==> src/rtl/chan_enable_pkg.sv <==
package chan_enable_pkg;

  typedef enum logic [2:0] {
    ACT_SET_REQ   = 3'd0,
    ACT_CLR_REQ   = 3'd1,
    ACT_SET_EEI   = 3'd2,
    ACT_CLR_EEI   = 3'd3,
    ACT_CLR_INT   = 3'd4,
    ACT_CLR_ERR   = 3'd5,
    ACT_SET_START = 3'd6,
    ACT_CLR_DONE  = 3'd7
  } act_e;

  localparam int N_ACT = 8;

  // bank indices
  localparam int B_REQ   = 0;
  localparam int B_EEI   = 1;
  localparam int B_INT   = 2;
  localparam int B_ERR   = 3;
  localparam int B_START = 4;
  localparam int B_DONE  = 5;
  localparam int N_BANK  = 6;

  // word offsets (byte address bits [5:2])
  localparam logic [3:0] W_CTRL   = 4'h0;
  localparam logic [3:0] W_ESTAT  = 4'h1;
  localparam logic [3:0] W_REQ_HI = 4'h2;
  localparam logic [3:0] W_REQ_LO = 4'h3;
  localparam logic [3:0] W_EEI_HI = 4'h4;
  localparam logic [3:0] W_EEI_LO = 4'h5;
  localparam logic [3:0] W_INT_HI = 4'h8;
  localparam logic [3:0] W_INT_LO = 4'h9;
  localparam logic [3:0] W_ERR_HI = 4'hA;
  localparam logic [3:0] W_ERR_LO = 4'hB;

  // byte address of each indexed action for the chosen layout
  function automatic logic [5:0] act_addr(input int a, input logic wide);
    logic [5:0] r;
    if (wide) begin
      r = 6'h18 + 6'(a);
    end else begin
      case (a)
        0:       r = 6'h1B;
        1:       r = 6'h1A;
        2:       r = 6'h19;
        3:       r = 6'h18;
        4:       r = 6'h1F;
        5:       r = 6'h1E;
        6:       r = 6'h1D;
        default: r = 6'h1C;
      endcase
    end
    return r;
  endfunction

endpackage

==> src/rtl/chan_idx_decode.sv <==
module chan_idx_decode
  import chan_enable_pkg::*;
#(
  parameter int NCH = 32
) (
  input  logic                        wr_en,
  input  logic [5:0]                  wr_addr,
  input  logic [31:0]                 wr_data,
  input  logic [3:0]                  wr_be,
  output logic [N_ACT-1:0][NCH-1:0]   act_hit,
  output logic [NCH-1:0]              req_we,
  output logic [NCH-1:0]              req_wd,
  output logic [NCH-1:0]              eei_we,
  output logic [NCH-1:0]              eei_wd,
  output logic [3:0]                  ctrl_we
);

  localparam bit WIDE = (NCH > 32);
  localparam int IDXW = (NCH > 1) ? $clog2(NCH) : 1;

  function automatic logic [NCH-1:0] expand(input logic [7:0] b);
    logic [NCH-1:0] v;
    for (int i = 0; i < NCH; i++) begin
      v[i] = b[6] | (b[IDXW-1:0] == IDXW'(i));
    end
    return v;
  endfunction

  always_comb begin
    act_hit = '0;
    for (int a = 0; a < N_ACT; a++) begin
      logic [5:0] ad;
      ad = act_addr(a, WIDE);
      if (wr_en && (wr_addr[5:2] == ad[5:2]) && wr_be[ad[1:0]]) begin
        act_hit[a] = expand(wr_data[{ad[1:0], 3'b000} +: 8]);
      end
    end
  end

  // mask word writes, one generated slice per channel
  for (genvar i = 0; i < NCH; i++) begin : g_mask
    localparam int LANE = (i % 32) / 8;
    localparam logic [3:0] RW = (i >= 32) ? W_REQ_HI : W_REQ_LO;
    localparam logic [3:0] EW = (i >= 32) ? W_EEI_HI : W_EEI_LO;
    assign req_we[i] = wr_en && (wr_addr[5:2] == RW) && wr_be[LANE];
    assign eei_we[i] = wr_en && (wr_addr[5:2] == EW) && wr_be[LANE];
    assign req_wd[i] = wr_data[i % 32];
    assign eei_wd[i] = wr_data[i % 32];
  end

  assign ctrl_we = (wr_en && (wr_addr[5:2] == W_CTRL)) ? wr_be : 4'b0000;

endmodule

==> src/rtl/chan_bit_bank.sv <==
module chan_bit_bank #(
  parameter int NCH = 32
) (
  input  logic           clk,
  input  logic           rst,
  input  logic [NCH-1:0] set_v,
  input  logic [NCH-1:0] clr_v,
  input  logic [NCH-1:0] mask_we,
  input  logic [NCH-1:0] mask_wd,
  output logic [NCH-1:0] q,
  output logic [NCH-1:0] q_nxt
);

  // set beats clear, clear beats a mask write
  always_comb begin
    for (int i = 0; i < NCH; i++) begin
      q_nxt[i] = set_v[i] | (~clr_v[i] & (mask_we[i] ? mask_wd[i] : q[i]));
    end
  end

  always_ff @(posedge clk) begin
    if (rst) q <= '0;
    else     q <= q_nxt;
  end

endmodule

==> src/rtl/chan_rd_mux.sv <==
module chan_rd_mux
  import chan_enable_pkg::*;
#(
  parameter int NCH = 32
) (
  input  logic           clk,
  input  logic           rst,
  input  logic           rd_en,
  input  logic [5:0]     rd_addr,
  input  logic [31:0]    ctrl,
  input  logic [NCH-1:0] req,
  input  logic [NCH-1:0] eei,
  input  logic [NCH-1:0] intf,
  input  logic [NCH-1:0] errf,
  output logic [31:0]    rd_data
);

  localparam bit WIDE = (NCH > 32);

  logic [63:0] req64, eei64, int64, err64;
  logic [31:0] estat;
  logic [31:0] sel_word;

  assign req64 = 64'(req);
  assign eei64 = 64'(eei);
  assign int64 = 64'(intf);
  assign err64 = 64'(errf);

  always_comb begin
    estat = '0;
    for (int i = NCH - 1; i >= 0; i--) begin
      if (errf[i]) begin
        estat[6:0] = 7'(i);
        estat[31]  = 1'b1;
      end
    end
  end

  always_comb begin
    case (rd_addr[5:2])
      W_CTRL:   sel_word = ctrl;
      W_ESTAT:  sel_word = estat;
      W_REQ_HI: sel_word = WIDE ? req64[63:32] : 32'h0;
      W_REQ_LO: sel_word = req64[31:0];
      W_EEI_HI: sel_word = WIDE ? eei64[63:32] : 32'h0;
      W_EEI_LO: sel_word = eei64[31:0];
      W_INT_HI: sel_word = WIDE ? int64[63:32] : 32'h0;
      W_INT_LO: sel_word = int64[31:0];
      W_ERR_HI: sel_word = WIDE ? err64[63:32] : 32'h0;
      W_ERR_LO: sel_word = err64[31:0];
      default:  sel_word = 32'h0;
    endcase
  end

  always_ff @(posedge clk) begin
    if (rst)        rd_data <= '0;
    else if (rd_en) rd_data <= sel_word;
  end

endmodule

==> src/rtl/chan_enable_regs.sv <==
module chan_enable_regs
  import chan_enable_pkg::*;
#(
  parameter int NCH = 32
) (
  input  logic           clk,
  input  logic           rst,
  input  logic           wr_en,
  input  logic [5:0]     wr_addr,
  input  logic [31:0]    wr_data,
  input  logic [3:0]     wr_be,
  input  logic           rd_en,
  input  logic [5:0]     rd_addr,
  output logic [31:0]    rd_data,
  input  logic [NCH-1:0] int_set,
  input  logic [NCH-1:0] err_set,
  input  logic [NCH-1:0] done_set,
  input  logic [NCH-1:0] start_ack,
  output logic [NCH-1:0] req_en_o,
  output logic [NCH-1:0] start_o,
  output logic [NCH-1:0] done_o,
  output logic           irq_o,
  output logic           err_irq_o
);

  logic [N_ACT-1:0][NCH-1:0]  act_hit;
  logic [NCH-1:0]             req_we, req_wd, eei_we, eei_wd;
  logic [3:0]                 ctrl_we;
  logic [31:0]                ctrl_q;
  logic [N_BANK-1:0][NCH-1:0] b_set, b_clr, b_we, b_wd, b_q, b_nxt;
  logic [NCH-1:0]             int_q, err_q, eei_q;

  chan_idx_decode #(.NCH(NCH)) dec_i (
    .wr_en   (wr_en),
    .wr_addr (wr_addr),
    .wr_data (wr_data),
    .wr_be   (wr_be),
    .act_hit (act_hit),
    .req_we  (req_we),
    .req_wd  (req_wd),
    .eei_we  (eei_we),
    .eei_wd  (eei_wd),
    .ctrl_we (ctrl_we)
  );

  // per-bank set / clear / mask sources
  assign b_set[B_REQ]   = act_hit[ACT_SET_REQ];
  assign b_clr[B_REQ]   = act_hit[ACT_CLR_REQ];
  assign b_we[B_REQ]    = req_we;
  assign b_wd[B_REQ]    = req_wd;

  assign b_set[B_EEI]   = act_hit[ACT_SET_EEI];
  assign b_clr[B_EEI]   = act_hit[ACT_CLR_EEI];
  assign b_we[B_EEI]    = eei_we;
  assign b_wd[B_EEI]    = eei_wd;

  assign b_set[B_INT]   = int_set;
  assign b_clr[B_INT]   = act_hit[ACT_CLR_INT];
  assign b_we[B_INT]    = '0;
  assign b_wd[B_INT]    = '0;

  assign b_set[B_ERR]   = err_set;
  assign b_clr[B_ERR]   = act_hit[ACT_CLR_ERR];
  assign b_we[B_ERR]    = '0;
  assign b_wd[B_ERR]    = '0;

  assign b_set[B_START] = act_hit[ACT_SET_START];
  assign b_clr[B_START] = start_ack;
  assign b_we[B_START]  = '0;
  assign b_wd[B_START]  = '0;

  assign b_set[B_DONE]  = done_set;
  assign b_clr[B_DONE]  = act_hit[ACT_CLR_DONE];
  assign b_we[B_DONE]   = '0;
  assign b_wd[B_DONE]   = '0;

  for (genvar k = 0; k < N_BANK; k++) begin : g_bank
    chan_bit_bank #(.NCH(NCH)) bank_i (
      .clk     (clk),
      .rst     (rst),
      .set_v   (b_set[k]),
      .clr_v   (b_clr[k]),
      .mask_we (b_we[k]),
      .mask_wd (b_wd[k]),
      .q       (b_q[k]),
      .q_nxt   (b_nxt[k])
    );
  end

  assign req_en_o = b_q[B_REQ];
  assign start_o  = b_q[B_START];
  assign done_o   = b_q[B_DONE];
  assign int_q    = b_q[B_INT];
  assign err_q    = b_q[B_ERR];
  assign eei_q    = b_q[B_EEI];

  always_ff @(posedge clk) begin
    if (rst) begin
      ctrl_q <= '0;
    end else begin
      for (int l = 0; l < 4; l++) begin
        if (ctrl_we[l]) ctrl_q[l*8 +: 8] <= wr_data[l*8 +: 8];
      end
    end
  end

  always_ff @(posedge clk) begin
    if (rst) begin
      irq_o     <= 1'b0;
      err_irq_o <= 1'b0;
    end else begin
      irq_o     <= |b_nxt[B_INT];
      err_irq_o <= |(b_nxt[B_ERR] & b_nxt[B_EEI]);
    end
  end

  chan_rd_mux #(.NCH(NCH)) rd_i (
    .clk     (clk),
    .rst     (rst),
    .rd_en   (rd_en),
    .rd_addr (rd_addr),
    .ctrl    (ctrl_q),
    .req     (b_q[B_REQ]),
    .eei     (b_q[B_EEI]),
    .intf    (b_q[B_INT]),
    .errf    (b_q[B_ERR]),
    .rd_data (rd_data)
  );

endmodule

==> config.mk <==
export PLATFORM = sky130hd
export DESIGN_NAME = chan_enable_regs
export DESIGN_NICKNAME = d
export VERILOG_FILES = /design/src/rtl/chan_enable_pkg.sv /design/src/rtl/chan_idx_decode.sv /design/src/rtl/chan_bit_bank.sv /design/src/rtl/chan_rd_mux.sv /design/src/rtl/chan_enable_regs.sv
export SDC_FILE = /design/constraint.sdc
export NUM_CORES = 1
export LEC_CHECK = 0
export BUFFER_PORTS_ARGS = -buffer_cell sky130_fd_sc_hd__buf_2
export CAP_MARGIN = 20
export CORE_MARGIN = 2
export CORE_UTILIZATION = 40
export DETAILED_ROUTE_END_ITERATION = 10
export MAX_ROUTING_LAYER = met4
export PLACE_DENSITY_LB_ADDON = 0.12
export SETUP_SLACK_MARGIN = 0.3
export SLEW_MARGIN = 10
export SYNTH_ARGS = -nofsm -noshare
export SYNTH_HDL_FRONTEND = slang
export SYNTH_SLANG_ARGS = --single-unit
==> constraint.sdc <==
create_clock -name clk -period 3.05 [get_ports clk]
set_clock_uncertainty 0.05 [all_clocks]
set_input_delay 0.61 -clock clk [delete_from_list [all_inputs] [get_ports clk]]
set_output_delay 0.61 -clock clk [all_outputs]
set_load 0.05 [all_outputs]
# After elaboration in Yosys (flattened, before gate mapping)
# Index checks and enable logic that the tools add are counted.
# totals
in_bits,180
elab_cells,1018
out_inout_bits,130
reg_bits,258
# classes
mux,138
n_eq_ne,133
bitwise,705
reduce_logical,29
# op_table
cell,n
"5-bit equality test, second input constant",64
1-bit OR,320
32-bit 2-to-1 mux,8
1-bit bitwise AND,192
1-bit inverter,192
32-bit case mux with 6 select lines,1
"5-bit by 4-bit equality test with 1-bit output, second input constant",32
5-bit 2-to-1 mux,32
1-bit 2-to-1 mux,96
"5-bit by 3-bit equality test with 1-bit output, second input constant",16
32-bit OR reduction,2
"5-bit by 2-bit equality test with 1-bit output, second input constant",8
32-bit bitwise AND,1
1-bit logical AND,21
"5-bit by 1-bit equality test with 1-bit output, second input constant",4
5-bit logical NOT,4
"4-bit by 3-bit equality test with 1-bit output, second input constant",4
"4-bit by 2-bit equality test with 1-bit output, second input constant",2
"4-bit equality test, second input constant",2
4-bit logical NOT,2
"4-bit by 1-bit equality test with 1-bit output, second input constant",1
4-bit 2-to-1 mux,1

# Depth between registers and ports, before layout
# logic_depth
ltp_word,33
ltp_mapped,10
mapped_depth_nobuf,8

# Modules after synthesis
# Synthesis repeated with hierarchy kept, for this count alone.
# unflattened
cells_unflattened,2071
area_unflattened_um2,17295.3
# modules_own_cells
module,seq_area_each_um2,area_each_um2,n_inst,cells_per_inst
chan_bit_bank,640.6,1707.9,6,167
chan_idx_decode,0.0,3214.3,1,628
chan_rd_mux,640.6,2433.6,1,301
chan_enable_regs,680.7,1400.1,1,140

# Least setup slack after synthesis
# Ideal clock, no wire load.
# synth_timing
kind,input port to flip-flop
from,input wr_addr[5]
to,register err_irq_o
cell_stages,8
setup_ns,0.132
slack_ns,0.634
t_arrival_ns,2.234
path_buffers,0
required_ns,2.868
cell_sequence,and4bb_4 -> nand3_4 -> o221a_1 -> o22ai_2 -> o2111ai_1 -> or3_1 -> nor4_1 -> a31oi_1
# synth_between
elab_chain_len,9
word_cells_on_any_way,242
classes_between,eq/ne (3); mux (35); bitwise (193); reduce/logical (11)
# synth_rtl
element,line,text
from (decl),chan_enable_regs.sv:9,"input logic [5:0] wr_addr,"
4-bit by 3-bit equality test with 1-bit output,chan_idx_decode.sv:34,if (wr_en && (wr_addr[5:2] == ad[5:2]) && wr_be[ad[1:0]]) begin
1-bit logical AND (2 in series),chan_idx_decode.sv:34,
32-bit 2-to-1 mux,chan_idx_decode.sv:34,
1-bit inverter,chan_bit_bank.sv:17,q_nxt[i] = set_v[i] | (~clr_v[i] & (mask_we[i] ? mask_wd[i] : q[i]));
1-bit bitwise AND,chan_bit_bank.sv:17,
1-bit OR,chan_bit_bank.sv:17,
32-bit bitwise AND *,chan_enable_regs.sv:113,err_irq_o <= |(b_nxt[B_ERR] & b_nxt[B_EEI]);
32-bit OR reduction *,chan_enable_regs.sv:113,
to (signal assigned),chan_enable_regs.sv:113,
to (decl),chan_enable_regs.sv:23,output logic err_irq_o
# Every way passes the cells marked *; elsewhere a longest branch is shown, timed or not.
# A chain may end at the register's enable or synchronous reset.

# Final worst setup path
# Ends and elaborated chain as after synthesis.

==> flow_summary.ini <==
[worst_setup_path]
r2r-start = g_bank[3].bank_i.q[13]
slowest_stage = or3_1
r2r_setup_slack_ns = 0.78
worst-path-max-fanout = 25
slowest_delay_ns = 0.36
critPathKind = in -> reg
ff2ff_path_depth = 7
cp_data_arrival_time_ns = 2.89
endpoint_kind = register
crit_chain = buf_2 -> and3b_2 -> buf_4 -> nand3_2 -> buf_4 -> nor2_1 -> o32a_1 -> o22ai_1 -> or3_1 -> nor4_1 -> a31oi_1
worst-path-buf-inv = 3
required_ns = 3.44
start_kind = primary input
cp_common_cell = buf_4
crit_family = simple AND/OR/NAND/NOR gates
timing.rr.end = rd_i.rd_data[4]

[placement]
place.gp.congestion = 0.991
dp_hpwl_mm = 44.7
io_buffers = 305
dpl-instance-area_mm2 = 0.0150
dp_cells = 2321

[finish]
drive_above_1_share = 0.239
instances_no_fill = 2377
syn_to_final_growth_pct = 28.1
final_nets = 2137
final_area_mm2 = 0.0161
num-fill-cells = 3083

[clock_tree]
clkSinkCount = 258
clkLatencyLatePin_ns = 0.57
cts.repair.resized = 0
clk_path_buf_depth = 3
path_clk_slew_ns = 0.06
cts_buffers = 30
htree_levels = 1
cts-root-buf = clkbuf_16
post_cts_buffers = 0
hold_buffers = 0
cts_tree = done

[logic_synthesis]
synth_top_cell_by_area = dfxtp_1
synth-simple-area-share = 0.207
synthXorXnorAreaFrac = 0
syn_nets = 1827
synth-adder-area-share = 0.000795
synth_top_family_by_area = compound AO/OA/AOI/OAI gates
synth-edff-count = 0
yosysWarnings = 0
synth_compound_area_frac = 0.272
avgSynthCellArea_um2 = 7.64
synth.cell_area_mm2 = 0.0126
synth_seq_cells = 258
synthArstFlopShare = 0
syn_inst = 1647
seq_area_frac_synth = 0.410
synth_flop_cell = dfxtp_1
synth_top_cell_area_share = 0.410
ys_types = 55
muxShareOfSynthArea = 0.0485
synth_area_leaders = dfxtp_1, nor2_1, a21oi_1, mux2i_1, o21a_1

[global_route]
grt_pass1_vias = 13200
overflow = 0
grt_pass1_wl_mm = 83.7
antenna_found_initial = 1
grt_use_total = 0.348
grt_max_degree = 82

[power]
power.density_mw_per_mm2 = 548
vdd_drop_max_mv = 0.428
leakage_uw = 0.00720

[sta]
rsz0062_at_grt = false
drv_slew = 0
setup_viol = 0
finalHoldViolations = 0
fin_crit_ns = 2.50
slew_headroom = 0.424
setup_tns_ns = 0
worst_pin_slew_ns = 0.857
period_share = 0.820
max_freq_ghz = 0.400

[status]
outcome = finished, final reports clean

[routing]
wl_mm = 57.3
vias = 13900
drt-pass1-iter-count = 7
wl_per_cell_um = 24.1
ant_nets = 0
vias_per_cell = 5.85
drtIter0Drc = 1626
remaining_drc_errors = 0

[job]
maxCapViolCount = 0

[die]
core-area_mm2 = 0.0308
fp.dieArea_mm2 = 0.0329
chipWidth_um = 181
die_height_um = 181
rows = 64
io_pins = 310
initial_core_util = 0.408

[min_path]
min_to = g_bank[5].bank_i.q[9]
hold_path_class = in -> reg
holdPathStages = 3
hp-start = done_set[9]
==> Yosys cell counts (6+ instances only) <==
| cell | count |
|---|---|
| nor2_1 | 441 |
| a21oi_1 | 265 |
| dfxtp_1 | 258 |
| clkbuf_1 | 87 |
| inv_1 | 72 |
| mux2i_1 | 61 |
| o21a_1 | 56 |
| o21ai_0 | 42 |
| o22a_1 | 38 |
| nand2_1 | 36 |
| a22oi_1 | 32 |
| a222oi_1 | 31 |
| buf_2 | 21 |
| o32a_1 | 21 |
| nand3_1 | 20 |
| buf_1 | 14 |
| o22ai_1 | 14 |
| nor2b_1 | 13 |
| nor4_1 | 11 |
| and2_1 | 10 |
| nand4_1 | 10 |
| nor3_1 | 10 |
| nor3b_1 | 9 |
| and3_1 | 8 |
| and3b_1 | 8 |
| a31oi_1 | 6 |
| o21bai_1 | 6 |
==> per-stage QoR <==
stage                util  hold WS, ns  setup WS (ns)  power, uW
finish              0.523        0.223          0.549       8830
global route        0.523        0.213          0.456       9080
CTS                 0.523        0.209          0.617       8840
detailed placement  0.487        0.396         0.0382       4860
global placement    0.487        0.393         0.0323       4850
floorplan               -        0.386          0.634       4300
==> placed cells by master, fill, tap and decap left out, types with 13 or more instances in the layout <==
cell type,count
a21oi_1,265
nor2_1,439
o22ai_1,14
nand2_1,36
o21a_1,56
mux2i_1,61
dfxtp_1,258
clkbuf_16,31
o21ai_0,42
nand3_1,20
inv_1,72
o22a_1,38
a22oi_1,32
buf_2,304
buf_4,86
a222oi_1,31
nor2b_1,13
o32a_1,21
==> tightest hold or removal path, stage by stage <==
cell and delay, ns:
buf_2 0.09, inv_1 0.04, a21oi_1 0.04
==> cell type report <==
cell class / count / area, um^2 / area share
Antenna cell: 1 / 2.50 / 0.000155
Clock buffer: 40 / 870 / 0.0539
Clock inverter: 15 / 225 / 0.0140
Inverter: 72 / 270 / 0.0168
Multi-Input combinational cell: 1192 / 6680 / 0.414
Sequential cell: 258 / 5160 / 0.320
Tap cell: 396 / 495 / 0.0307
Timing Repair Buffer: 403 / 2420 / 0.150
==> registers in the layout, indices dropped and copies added, names as in the netlist <==
signal and cells:
ctrl_q 32, g_bank.bank_i.q 192, rd_i.rd_data 32, err_irq_o 1, irq_o 1
==> cell families (layout without fill, tap and decap cells) <==
kind of cell    after synthesis  count (layout)
fa+ha+maj                     1               1
simple gates                596             596
mux                          61              61
compound gates              534             534
buf+inv                     197             530
flops                       258             258
other cells                   0               1
==> metal layers <==
| metal | track usage | wire length (um) | vias up |
|---|---|---|---|
| met5 | - | 0 | - |
| met3 | 0.0542 | 5440 | 132 |
| li1 | - | - | 6422 |
| met1 | 0.463 | 24300 | 6554 |
| met4 | 0.141 | 2600 | 0 |
| met2 | 0.529 | 25000 | 803 |
==> how the worst max path moves through the flow <==
stage | endpoint | startpoint | cells after the start | slack [ns]
final | err_irq_o | wr_addr[5] | 11 | 0.55
after floorplan | err_irq_o | wr_addr[5] | 8 | 0.63
after detailed placement | err_irq_o | wr_addr[5] | 11 | 0.04
after CTS | err_irq_o | wr_addr[5] | 11 | 0.62
after global routing | err_irq_o | wr_addr[5] | 11 | 0.46
after global placement | err_irq_o | wr_addr[5] | 11 | 0.03
==> where the power goes <==
group	internal (uW)	switching, uW
Combinational	400	813
Sequential	3490	115
Clock	2490	1530
(Power assumes the default switching activity.)
